[src/rtl/vtg_pkg.sv]
package vtg_pkg;
    typedef enum logic [2:0] {
        H_IDLE, H_FRONT, H_SYNC, H_BACK, H_ACT
    } hphase_t;

    typedef enum logic [2:0] {
        V_IDLE, V_FRONT, V_SYNC, V_BACK, V_ACT
    } vphase_t;
endpackage

[src/rtl/vtg_line_fsm.sv]
module vtg_line_fsm
    import vtg_pkg::*;
#(
    parameter int HAW  = 13,
    parameter int HSWW = 10,
    localparam int PW  = HAW + 1
) (
    input  logic            clk,
    input  logic            rst_n,
    input  logic            en,
    input  logic [HAW-1:0]  h_active,
    input  logic [HAW-1:0]  h_blank,
    input  logic [HAW-1:0]  h_sync_off,
    input  logic [HSWW-1:0] h_sync_wid,
    output logic [PW-1:0]   hpos,
    output logic [PW-1:0]   half_pos,
    output logic            h_idle,
    output logic            line_begin,
    output logic            half_hit,
    output logic            hs_act,
    output logic            h_in_act
);
    hphase_t       phase, phase_nxt;
    logic [PW-1:0] htot, sync_end, hpos_nxt;
    logic          last;

    always_comb begin
        htot     = PW'(h_blank) + PW'(h_active);
        sync_end = PW'(h_sync_off) + PW'(h_sync_wid);
        half_pos = htot >> 1;
        last     = (hpos == htot - PW'(1));
        if (!en || phase == H_IDLE || last) hpos_nxt = '0;
        else                                hpos_nxt = hpos + PW'(1);
        if (!en)                               phase_nxt = H_IDLE;
        else if (hpos_nxt < PW'(h_sync_off))   phase_nxt = H_FRONT;
        else if (hpos_nxt < sync_end)          phase_nxt = H_SYNC;
        else if (hpos_nxt < PW'(h_blank))      phase_nxt = H_BACK;
        else                                   phase_nxt = H_ACT;
        line_begin = en && (hpos_nxt == '0);
        half_hit   = en && (phase != H_IDLE) && (hpos_nxt == half_pos);
        h_idle     = (phase == H_IDLE);
    end

    // state register
    always_ff @(posedge clk or negedge rst_n) begin
        if (!rst_n) begin
            phase <= H_IDLE;
            hpos  <= '0;
        end else begin
            phase <= phase_nxt;
            hpos  <= hpos_nxt;
        end
    end

    // outputs
    always_comb begin
        hs_act   = 1'b0;
        h_in_act = 1'b0;
        unique case (phase)
            H_IDLE:  ;
            H_FRONT: ;
            H_SYNC:  hs_act = 1'b1;
            H_BACK:  ;
            H_ACT:   h_in_act = 1'b1;
        endcase
    end

    a_r2_wrap: assert property (@(posedge clk) disable iff (!rst_n)
        (en && phase != H_IDLE && hpos == htot - PW'(1)) |=> (hpos == '0));
    a_r2_bound: assert property (@(posedge clk) disable iff (!rst_n)
        (phase != H_IDLE) |-> (hpos < htot));
    a_r3_sync_window: assert property (@(posedge clk) disable iff (!rst_n)
        hs_act |-> (hpos >= PW'(h_sync_off) && hpos < sync_end));
    a_r11_idle: assert property (@(posedge clk) disable iff (!rst_n)
        !en |=> (hpos == '0 && phase == H_IDLE));
endmodule

[src/rtl/vtg_field_fsm.sv]
module vtg_field_fsm
    import vtg_pkg::*;
#(
    parameter int VAW  = 13,
    parameter int VBW  = 8,
    parameter int VSWW = 6,
    parameter int PW   = 14,
    localparam int LW  = VAW + 1
) (
    input  logic            clk,
    input  logic            rst_n,
    input  logic            en,
    input  logic [VAW-1:0]  v_active,
    input  logic [VBW-1:0]  v_blank,
    input  logic [VBW-1:0]  v_sync_off,
    input  logic [VSWW-1:0] v_sync_wid,
    input  logic            interlace,
    input  logic            osc,
    input  logic            h_idle,
    input  logic            line_begin,
    input  logic            half_hit,
    input  logic [PW-1:0]   hpos,
    input  logic [PW-1:0]   half_pos,
    output logic [LW-1:0]   vpos,
    output logic            field,
    output logic            vs_act,
    output logic            v_in_act
);
    vphase_t       vphase, vphase_nxt;
    logic [LW-1:0] vpos_nxt, vb_cur, vb_nxt, vtot, vs_start, vs_end;
    logic          field_nxt, vs_nxt;

    always_comb begin
        vs_start = LW'(v_sync_off);
        vs_end   = LW'(v_sync_off) + LW'(v_sync_wid);
        vb_cur   = LW'(v_blank) + LW'(interlace & osc & field);
        vtot     = vb_cur + LW'(v_active);
        vpos_nxt  = vpos;
        field_nxt = field;
        if (!en || (line_begin && h_idle)) begin
            vpos_nxt  = '0;
            field_nxt = 1'b0;
        end else if (line_begin) begin
            if (vpos == vtot - LW'(1)) begin
                vpos_nxt  = '0;
                field_nxt = interlace ? ~field : 1'b0;
            end else begin
                vpos_nxt = vpos + LW'(1);
            end
        end
        vb_nxt = LW'(v_blank) + LW'(interlace & osc & field_nxt);
        if (!en)                          vphase_nxt = V_IDLE;
        else if (!line_begin)             vphase_nxt = vphase;
        else if (vpos_nxt < vs_start)     vphase_nxt = V_FRONT;
        else if (vpos_nxt < vs_end)       vphase_nxt = V_SYNC;
        else if (vpos_nxt < vb_nxt)       vphase_nxt = V_BACK;
        else                              vphase_nxt = V_ACT;
        // field 0 samples the sync window at line start, field 1 at mid-line
        if (!en)
            vs_nxt = 1'b0;
        else if (line_begin && !field_nxt)
            vs_nxt = (vpos_nxt >= vs_start) && (vpos_nxt < vs_end);
        else if (half_hit && field)
            vs_nxt = (vpos >= vs_start) && (vpos < vs_end);
        else
            vs_nxt = vs_act;
    end

    // state register
    always_ff @(posedge clk or negedge rst_n) begin
        if (!rst_n) begin
            vphase <= V_IDLE;
            vpos   <= '0;
            field  <= 1'b0;
            vs_act <= 1'b0;
        end else begin
            vphase <= vphase_nxt;
            vpos   <= vpos_nxt;
            field  <= field_nxt;
            vs_act <= vs_nxt;
        end
    end

    // outputs
    always_comb begin
        v_in_act = 1'b0;
        unique case (vphase)
            V_IDLE:  ;
            V_FRONT: ;
            V_SYNC:  ;
            V_BACK:  ;
            V_ACT:   v_in_act = 1'b1;
        endcase
    end

    a_r5_even_edge: assert property (@(posedge clk) disable iff (!rst_n)
        ($rose(vs_act) && !field) |-> (hpos == '0));
    a_r7_odd_edge: assert property (@(posedge clk) disable iff (!rst_n)
        ($changed(vs_act) && field && !$changed(field)) |-> (hpos == half_pos));
    a_r8_long_field: assert property (@(posedge clk) disable iff (!rst_n)
        (en && line_begin && !h_idle && interlace && osc && field &&
         vpos == LW'(v_blank) + LW'(v_active) - LW'(1))
        |=> (vpos == LW'(v_blank) + LW'(v_active)));
    a_r11_field_clear: assert property (@(posedge clk) disable iff (!rst_n)
        !en |=> (!field && vpos == '0 && !vs_act));
endmodule

[src/rtl/vtg_polarity.sv]
module vtg_polarity #(
    parameter int N = 3
) (
    input  logic [N-1:0] act,
    input  logic [N-1:0] pol,
    output logic [N-1:0] lvl
);
    for (genvar i = 0; i < N; i++) begin : g_ch
        assign lvl[i] = act[i] ~^ pol[i];
    end
endmodule

[src/rtl/vid_timing_gen.sv]
module vid_timing_gen #(
    parameter int HAW  = 13,
    parameter int HSWW = 10,
    parameter int VAW  = 13,
    parameter int VBW  = 8,
    parameter int VSWW = 6,
    localparam int PW  = HAW + 1,
    localparam int LW  = VAW + 1
) (
    input  logic            clk,
    input  logic            rst_n,
    input  logic            en,
    input  logic [HAW-1:0]  cfg_h_active,
    input  logic [HAW-1:0]  cfg_h_blank,
    input  logic [HAW-1:0]  cfg_h_sync_off,
    input  logic [HSWW-1:0] cfg_h_sync_wid,
    input  logic [VAW-1:0]  cfg_v_active,
    input  logic [VBW-1:0]  cfg_v_blank,
    input  logic [VBW-1:0]  cfg_v_sync_off,
    input  logic [VSWW-1:0] cfg_v_sync_wid,
    input  logic            cfg_hs_pol,
    input  logic            cfg_vs_pol,
    input  logic            cfg_de_pol,
    input  logic            cfg_interlace,
    input  logic            cfg_vblank_osc,
    input  logic            cfg_hdmi_mode,
    output logic            hsync,
    output logic            vsync,
    output logic            de,
    output logic            field_id,
    output logic [PW-1:0]   pix_cnt,
    output logic [LW-1:0]   line_cnt,
    output logic            hdmi_mode
);
    logic [PW-1:0] hpos, half_pos;
    logic [LW-1:0] vpos;
    logic          h_idle, line_begin, half_hit, hs_act, h_in_act;
    logic          field, vs_act, v_in_act, de_act;
    logic [2:0]    lvl;

    vtg_line_fsm #(.HAW(HAW), .HSWW(HSWW)) u_line (
        .clk(clk), .rst_n(rst_n), .en(en),
        .h_active(cfg_h_active), .h_blank(cfg_h_blank),
        .h_sync_off(cfg_h_sync_off), .h_sync_wid(cfg_h_sync_wid),
        .hpos(hpos), .half_pos(half_pos), .h_idle(h_idle),
        .line_begin(line_begin), .half_hit(half_hit),
        .hs_act(hs_act), .h_in_act(h_in_act)
    );

    vtg_field_fsm #(.VAW(VAW), .VBW(VBW), .VSWW(VSWW), .PW(PW)) u_field (
        .clk(clk), .rst_n(rst_n), .en(en),
        .v_active(cfg_v_active), .v_blank(cfg_v_blank),
        .v_sync_off(cfg_v_sync_off), .v_sync_wid(cfg_v_sync_wid),
        .interlace(cfg_interlace), .osc(cfg_vblank_osc),
        .h_idle(h_idle), .line_begin(line_begin), .half_hit(half_hit),
        .hpos(hpos), .half_pos(half_pos),
        .vpos(vpos), .field(field), .vs_act(vs_act), .v_in_act(v_in_act)
    );

    assign de_act = h_in_act & v_in_act;

    vtg_polarity #(.N(3)) u_pol (
        .act({de_act, vs_act, hs_act}),
        .pol({cfg_de_pol, cfg_vs_pol, cfg_hs_pol}),
        .lvl(lvl)
    );

    assign hsync     = lvl[0];
    assign vsync     = lvl[1];
    assign de        = lvl[2];
    assign field_id  = field;
    assign pix_cnt   = hpos;
    assign line_cnt  = vpos;
    assign hdmi_mode = cfg_hdmi_mode;

    a_r4_de_region: assert property (@(posedge clk) disable iff (!rst_n)
        de_act |-> (hpos >= PW'(cfg_h_blank) &&
                    vpos >= LW'(cfg_v_blank) + LW'(cfg_interlace & cfg_vblank_osc & field)));
    a_r6_progressive: assert property (@(posedge clk) disable iff (!rst_n)
        (!cfg_interlace && !field && line_begin) |=> !field);
    a_r1_idle_quiet: assert property (@(posedge clk) disable iff (!rst_n)
        !en |=> (!hs_act && !vs_act && !de_act));
endmodule

[config.mk]
export PLATFORM = sky130hd
export DESIGN_NAME = vid_timing_gen
export DESIGN_NICKNAME = d
export VERILOG_FILES = /design/src/rtl/vtg_pkg.sv /design/src/rtl/vtg_line_fsm.sv /design/src/rtl/vtg_field_fsm.sv /design/src/rtl/vtg_polarity.sv /design/src/rtl/vid_timing_gen.sv
export SDC_FILE = /design/constraint.sdc
export NUM_CORES = 1
export LEC_CHECK = 0
export CORE_ASPECT_RATIO = 0.5
export CORE_MARGIN = 8
export CORE_UTILIZATION = 27
export CTS_CLUSTER_SIZE = 40
export DETAILED_ROUTE_END_ITERATION = 10
export MAX_ROUTING_LAYER = met4
export PLACE_DENSITY = 0.57
export RECOVER_POWER = 50
export SLEW_MARGIN = 20
export SYNTH_ARGS = -nofsm -noshare
export SYNTH_HDL_FRONTEND = slang
export SYNTH_HIERARCHICAL = 1
export SYNTH_SLANG_ARGS = --single-unit
[constraint.sdc]
create_clock -name clk -period 18.1 [get_ports clk]
set_input_delay 1.81 -clock clk [delete_from_list [all_inputs] [get_ports clk]]
set_output_delay 1.81 -clock clk [all_outputs]
set_load 0.005 [all_outputs]
; ---- After elaboration in Yosys (flattened, before gate mapping)
; Index checks and enable logic that the tools add are counted.
[totals]
regBits = 36
in_bits = 93
out_inout_bits = 33
wordCells = 80
[classes]
addsub = 10
order_cmp = 9
eq_ne = 8
mux = 23
n_bitwise = 8
reduce_logical = 16
[op_table]
columns = cell, count
row1 = 14-bit less-than comparator, 4
row2 = 14-bit 2-to-1 mux, 4
row3 = 14-bit by 1-bit adder with 14-bit output (second input constant), 2
row4 = 8-bit by 14-bit adder with 14-bit output, 2
row5 = 14-bit by 1-bit bitwise AND with 14-bit output, 2
row6 = 14-bit equality test, 2
row7 = 14-bit by 8-bit greater-or-equal comparator with 1-bit output, 2
row8 = 14-bit by 13-bit less-than comparator with 1-bit output, 2
row9 = 14-bit by 1-bit subtractor with 14-bit output (second input constant), 2
row10 = 3-bit 2-to-1 mux, 9
row11 = 13-bit by 10-bit adder with 14-bit output, 1
row12 = 13-bit by 13-bit adder with 14-bit output, 1
row13 = 14-bit by 13-bit adder with 14-bit output, 1
row14 = 14-bit by 13-bit equality test with 1-bit output, 1
row15 = 14-bit logical NOT, 1
row16 = 14-bit by 8-bit less-than comparator with 1-bit output, 1
row17 = 1-bit 2-to-1 mux, 10
row18 = 8-bit by 6-bit adder with 9-bit output, 1
row19 = 1-bit logical AND, 8
row20 = 3-bit equality test (second input constant), 2
row21 = 3-bit by 2-bit equality test with 1-bit output (second input constant), 1
row22 = 3-bit logical NOT, 1
row23 = 1-bit logical OR, 3
row24 = 3-bit by 1-bit inequality test with 1-bit output (second input constant), 1
row25 = other kinds (6), 10

; ---- Longest topological paths before layout
[depth]
word_depth = 18
depth_mapped = 37
ltp_nobuf = 36

; ---- Modules after synthesis
; Netlist, hierarchy kept.
[by_module_without_submodules]
columns = mod, instances, cells_per_inst, area_each_um2, seq_area_each_um2
row1 = vtg_line_fsm, 1, 477, 3718.6, 425.4
row2 = vtg_field_fsm, 1, 440, 3468.3, 475.5
row3 = vtg_polarity, 1, 3, 26.3, 0.0
row4 = vid_timing_gen, 1, 2, 13.8, 0.0

; ---- Least setup slack after synthesis
; Ideal clock, no wire load.
[synth_timing]
kind = input -> register
from = in cfg_h_active[0]
to = reg u_field.vphase[0]
setup_time_ns = 0.095
arrival_ns = 8.719
required_ns = 18.005
slack_ns = 9.286
cell_stages = 36
path_buffers = 2
path_cell_list = ha_1 inv_1 fa_1 nand2b_1 a211oi_2 o21ai_1 and2_1 clkbuf_1 or4b_4 or4_1 o41a_2 a2111oi_4 or2_1 buf_2 a31oi_1 nor2_1 nand3_1 a211oi_1 nand4_1 nor4_2 nand4_4 mux2i_1 nor2_1 and3_1 ha_1 ha_1 nand3_1 xnor2_1 ha_1 a21o_1 a21oi_1 o21ai_0 a211o_1 a41oi_1 o21ai_1 o31ai_1
[synth_between]
elab_chain_cells = 18
elab_cells_between_ends = 24
classes_between = add/sub (3) / order compare (3) / eq/ne (2) / mux (10) / bitwise (1) / reduce/logical (5)
[synth_lines]
columns = item, line_no
row1 = from (decl), vid_timing_gen.sv:13  ; input logic [HAW-1:0] cfg_h_active,
row2 = 13-bit by 13-bit adder with 14-bit output *, vtg_line_fsm.sv:28  ; htot = PW'(h_blank) + PW'(h_active);
row3 = net half_pos[5], vid_timing_gen.sv:35  ; logic [PW-1:0] hpos, half_pos;
row4 = 14-bit by 1-bit subtractor with 14-bit output *, vtg_line_fsm.sv:31  ; last = (hpos == htot - PW'(1));
row5 = 14-bit equality test *, vtg_line_fsm.sv:31
row6 = 1-bit logical OR *, vtg_line_fsm.sv:32  ; if (!en || phase == H_IDLE || last) hpos_nxt = '0;
row7 = 14-bit 2-to-1 mux *, vtg_line_fsm.sv:32
row8 = 14-bit logical NOT *, vtg_line_fsm.sv:39  ; line_begin = en && (hpos_nxt == '0);
row9 = 1-bit logical AND *, vtg_line_fsm.sv:39
row10 = net line_begin, vid_timing_gen.sv:37  ; logic h_idle, line_begin, half_hit, hs_act, h_in_act;
row11 = [... 3 more ...], -
row12 = net u_field.field_nxt, vtg_field_fsm.sv:31  ; logic field_nxt, vs_nxt;
row13 = 14-bit by 1-bit bitwise AND with 14-bit output *, vtg_field_fsm.sv:51  ; vb_nxt = LW'(v_blank) + LW'(interlace & osc & field_nxt);
row14 = 8-bit by 14-bit adder with 14-bit output *, vtg_field_fsm.sv:51
row15 = 14-bit less-than comparator *, vtg_field_fsm.sv:56  ; else if (vpos_nxt < vb_nxt) vphase_nxt = V_BACK;
row16 = 3-bit 2-to-1 mux *, vtg_field_fsm.sv:56
row17 = 3-bit 2-to-1 mux *, vtg_field_fsm.sv:55  ; else if (vpos_nxt < vs_end) vphase_nxt = V_SYNC;
row18 = 3-bit 2-to-1 mux *, vtg_field_fsm.sv:54  ; else if (vpos_nxt < vs_start) vphase_nxt = V_FRONT;
row19 = 3-bit 2-to-1 mux *, vtg_field_fsm.sv:53  ; else if (!line_begin) vphase_nxt = vphase;
row20 = 3-bit 2-to-1 mux *, vtg_field_fsm.sv:52  ; if (!en) vphase_nxt = V_IDLE;
row21 = to (signal assigned), vtg_field_fsm.sv:77  ; vphase <= vphase_nxt;
row22 = to (decl), vtg_field_fsm.sv:29  ; vphase_t vphase, vphase_nxt;
; The timed path passes the listed nets; every way through them passes the cells marked *. The select of a mux whose other input is x is not followed.
; A chain may end at the register's enable or synchronous reset.

; ---- Final worst setup path
[layout_timing]
from = in cfg_h_blank[0]
to = reg u_field.vphase[0]
[layout_between]
elab_chain_cells = 18
elab_cells_between_ends = 24
classes_between = add/sub (3) / order compare (3) / eq/ne (2) / mux (10) / bitwise (1) / reduce/logical (5)
[layout_lines]
columns = item, line_no
row1 = from (decl), vid_timing_gen.sv:14  ; input logic [HAW-1:0] cfg_h_blank,
row2 = 13-bit by 13-bit adder with 14-bit output *, vtg_line_fsm.sv:28
row3 = 14-bit by 1-bit subtractor with 14-bit output *, vtg_line_fsm.sv:31
row4 = 14-bit equality test *, vtg_line_fsm.sv:31
row5 = 1-bit logical OR *, vtg_line_fsm.sv:32
row6 = 14-bit 2-to-1 mux *, vtg_line_fsm.sv:32
row7 = 14-bit logical NOT *, vtg_line_fsm.sv:39
row8 = 1-bit logical AND *, vtg_line_fsm.sv:39
row9 = net line_begin, vid_timing_gen.sv:37
row10 = [... 3 more ...], -
row11 = net u_field.field_nxt, vtg_field_fsm.sv:31
row12 = 14-bit by 1-bit bitwise AND with 14-bit output *, vtg_field_fsm.sv:51
row13 = 8-bit by 14-bit adder with 14-bit output *, vtg_field_fsm.sv:51
row14 = 14-bit less-than comparator *, vtg_field_fsm.sv:56
row15 = 3-bit 2-to-1 mux *, vtg_field_fsm.sv:56
row16 = 3-bit 2-to-1 mux *, vtg_field_fsm.sv:55
row17 = 3-bit 2-to-1 mux *, vtg_field_fsm.sv:54
row18 = 3-bit 2-to-1 mux *, vtg_field_fsm.sv:53
row19 = 3-bit 2-to-1 mux *, vtg_field_fsm.sv:52
; Marked as above.

==> impl.org <==
** Run status
- The run finished, with violations left.
- The checks that failed: max-capacitance violations, max-slew violations.

** Worst setup path
- The worst setup path is launched from a primary input.
- Data required, critical path :: 18.29 ns
- Along the worst path, the maximum fanout reaches 18.
- Worst stage delay on the critical path :: around 0.79 ns
- The kind of cell with the highest combined delay along the critical path is simple AND/OR/NAND/NOR gates.
- Worst Path Class, Setup :: in -> reg
- Among all stages on the critical path, the largest delay is contributed by sky130_fd_sc_hd__a2111oi_4.
- The worst setup path is captured at a flip-flop.
- Data arrival at the endpoint of the critical path :: 10.80 ns
- The critical path contains buffers and inverters numbering 3 combined.
- Among the stages of the critical path, the cell type that occurs most often is sky130_fd_sc_hd__ha_1.

** Floorplanning
- Die Outline Area :: roughly 33000 µm²
- Die outline height :: ~130 µm
- The floorplan has between 40 and 50 rows.
- Pin placement for this block handled between 100 and 150 I/O pins.
- The die is 247.1 µm wide.
- Initial core utilization :: 27.39%
- Std-Cell Core Area :: ~26000 µm²

** Final layout
- Layout overhead on the synthesized area :: 23.49%
- Number of nets in the finished design :: approximately 1300
- Diode insertion count for antenna repair :: 0
- Of the cells placed in the final design, the portion with a size suffix greater than 1 is 3.599%.
- For this run, the number of standard cells in the final layout without fillers is between 1000 and 1500.

** STA
- Period minus WS final :: about 11 ns
- Across the routed clock network, the largest skew measured is about 0.013 ns.
- Crit share post-route :: about three fifths
- At the pin with the least slew margin, the transition time is between 2 and 2.5 ns.
- Summed over all failing endpoints, the final setup total negative slack is 0 ns.
- For this run, the top clock speed supported by timing is around 94 MHz.
- In the post-route analysis, the smallest setup slack over all paths is approximately 7.5 ns.
- Hold Slack :: ~0.5 ns
- Measured against its own limit, the worst slew margin works out to -34.64%.
- Slew Limit Fails :: 37
- The final count of hold timing violations was 0.
- Setup repair after global routing left no endpoint under its margin.
- Setup violations remaining at the end of the flow were counted as 0.

** Clocking
- The tree is rooted in a sky130_fd_sc_hd__clkbuf_16.
- The H-tree was split into 2 levels.
- Clock tree from TritonCTS :: built
- Post-CTS Hold Buffers :: 0
- The number of setup buffers added after CTS is 0.
- Buffers inserted during clock tree synthesis total 5.
- At the later pin of the worst-skew pair, clock insertion delay measures around 0.29 ns.
- Number of instances resized during post-cts repair :: 0
- Clock-pin slew was measured on the worst setup and hold paths at 0.06 ns.
- Clock tree synthesis found a total of 36 sinks.
- Clock Path Buffers :: 2

** Placed design
- Detailed-placement wirelength estimate :: 19.34 mm
- Input and output buffers added on the ports amount to about 120.
- Counting tap cells, the placed design contains a total of roughly 1400 instances.
- At the end of routability-driven placement, the weighted congestion stood at roughly 0.9.
- Post-placement setup slack :: between 7 and 8 ns

** Routing
- The first routing iteration left 310 violations.
- Post-detailed-route via-to-cell ratio :: 5.080
- Across all layers, the routed design uses 7010 vias.
- Before antenna repair, the detailed router went through 4 iterations.
- After detailed routing, the number of remaining DRC violations is 0.
- The count of nets left with antenna violations once routing finished came out at 0.
- Summed over all layers, the routed wires come to around 23 mm.
- Dividing the detail-routed wire length by the instance count gives roughly 16 µm.

** Pwr
- Leakage component of the power :: 4.154 nW
- Dividing total power by cell area gives a power density of roughly 41 nW/µm².
- IR analysis of the VDD net gives a maximum drop of roughly 31 µV.
- Design Power :: 0.0003628 W

** GRT
- Largest net degree at the start of global routing :: 37
- The initial antenna violation count was 0.
- Global-route usage over all layers :: between 10% and 20%
- The first global-routing pass estimated between 30 and 40 mm of wire.
- The number of global-route vias before repair was approximately 7300.
- For this run the aggregate overflow at the end of global routing stands at 0.

** Synthesis
- The number of nets in the synthesized netlist is between 1000 and 1500.
- Number of synthesis warnings :: 6
- The synthesized netlist occupies a cell area of 7212 µm².
- A synthesized cell averages between 7 and 8 µm².
- Synthesis produced around 920 cells.

** Flow run
- The tool flagged a number of max-cap violations equal to 1.

** Worst hold path
- The tightest min-delay check is of the reg -> reg type.
through the flow:
| stage | utilization [%] | instance area (µm²) |
|---|---|---|
| 6_report | 33.83 | 8906 |
| 5_1_grt | 33.83 | 8906 |
| 4_1_cts | 33.83 | 8907 |
| 3_5_place_dp | 33.29 | 8763 |
| 3_3_place_gp | 33.29 | 8763 |
| 2_1_floorplan | - | 7212 |
worst register-to-register path: cells and delay by family, from the launching register on:
family | cells | cell delay [ns]
xor+xnor | 1 | 0.17
buf+inv | 1 | 0.22
fa+ha+maj | 2 | 0.46
compound gates | 12 | 3.28
flops | 1 | 0.45
simple gates | 13 | 2.86
mux | 1 | 0.18
layout by cell type, fill, tap and decap left out, types with 7 or more instances in the layout:
cell and instances:
sky130_fd_sc_hd__nor2b_1 22, sky130_fd_sc_hd__and3_1 7, sky130_fd_sc_hd__inv_1 100, sky130_fd_sc_hd__nor3_1 12
sky130_fd_sc_hd__xnor2_1 60, sky130_fd_sc_hd__ha_1 130, sky130_fd_sc_hd__nand2_1 54, sky130_fd_sc_hd__a21oi_1 59
sky130_fd_sc_hd__a31oi_1 13, sky130_fd_sc_hd__nor4_1 9, sky130_fd_sc_hd__nand4_1 22, sky130_fd_sc_hd__a211oi_1 8
sky130_fd_sc_hd__nand3_1 31, sky130_fd_sc_hd__o31ai_1 8, sky130_fd_sc_hd__o211ai_1 8, sky130_fd_sc_hd__nor2_1 68
sky130_fd_sc_hd__and4_1 8, sky130_fd_sc_hd__dlygate4sd3_1 16, sky130_fd_sc_hd__a21o_1 31, sky130_fd_sc_hd__o21ai_0 42
sky130_fd_sc_hd__dfrtp_1 36, sky130_fd_sc_hd__mux2i_1 8, sky130_fd_sc_hd__clkdlybuf4s50_1 106, sky130_fd_sc_hd__nand2b_1 17
sky130_fd_sc_hd__xor2_1 26
area by class of cell:
| cell class | instances | area [µm²] |
|---|---|---|
| well taps | 352 | 440.4 |
| flip-flops and latches | 36 | 900.9 |
| inverters | 101 | 379.1 |
| fillers | 2743 | 17420 |
| clock inverters | 3 | 18.77 |
| repair buffers | 125 | 1240 |
| clock buffers | 5 | 125.1 |
| multi-input cells | 758 | 5802 |
final timing paths:
| check | start | endpoint | slack, ns | depth (start not counted) |
|---|---|---|---|---|
| setup / recovery | cfg_h_blank[0] | u_field/vphase[0] | 7.49 | 37 |
| hold / removal | u_field/vphase[2] | u_field/vphase[2] | 0.51 | 1 |
| setup reg to reg | u_line/hpos[9] | u_field/vphase[0] | 10.39 | 30 |
| hold reg to reg | u_field/vphase[2] | u_field/vphase[2] | 0.51 | 1 |
| max in group asynchronous | rst_n | u_line/phase[2] | 14.84 | 1 |
| min in group asynchronous | rst_n | u_field/vpos[5] | 2.09 | 1 |
state kept, by name, summed over array words and instances, names as in the netlist:
register        flops
u_field/field       1
u_line/hpos        14
u_field/vs_act      1
u_field/vphase      3
u_field/vpos       14
u_line/phase        3
layer usage:
layer	global-route usage [%]	wire [µm]	part of all wire, %	up-vias
li1	-	-	-	3558
met1	16.59	9954	44	3290
met2	24.57	11130	49	147
met3	2.286	1169	5.2	15
met4	2.541	250	1.1	0
met5	-	0	0	-
report_power, final:
group / leakage (nW) / switching [W] / total [W] / internal, W
clock: 0.0736 / 0.0000349 / 0.0000856 / 0.0000507
sequential: 0.498 / 0.00000221 / 0.0000836 / 0.0000814
combinational: 3.58 / 0.000106 / 0.000194 / 0.0000874
total: 4.15 / 0.000143 / 0.000363 / 0.000220
(Power assumes the default switching activity.)
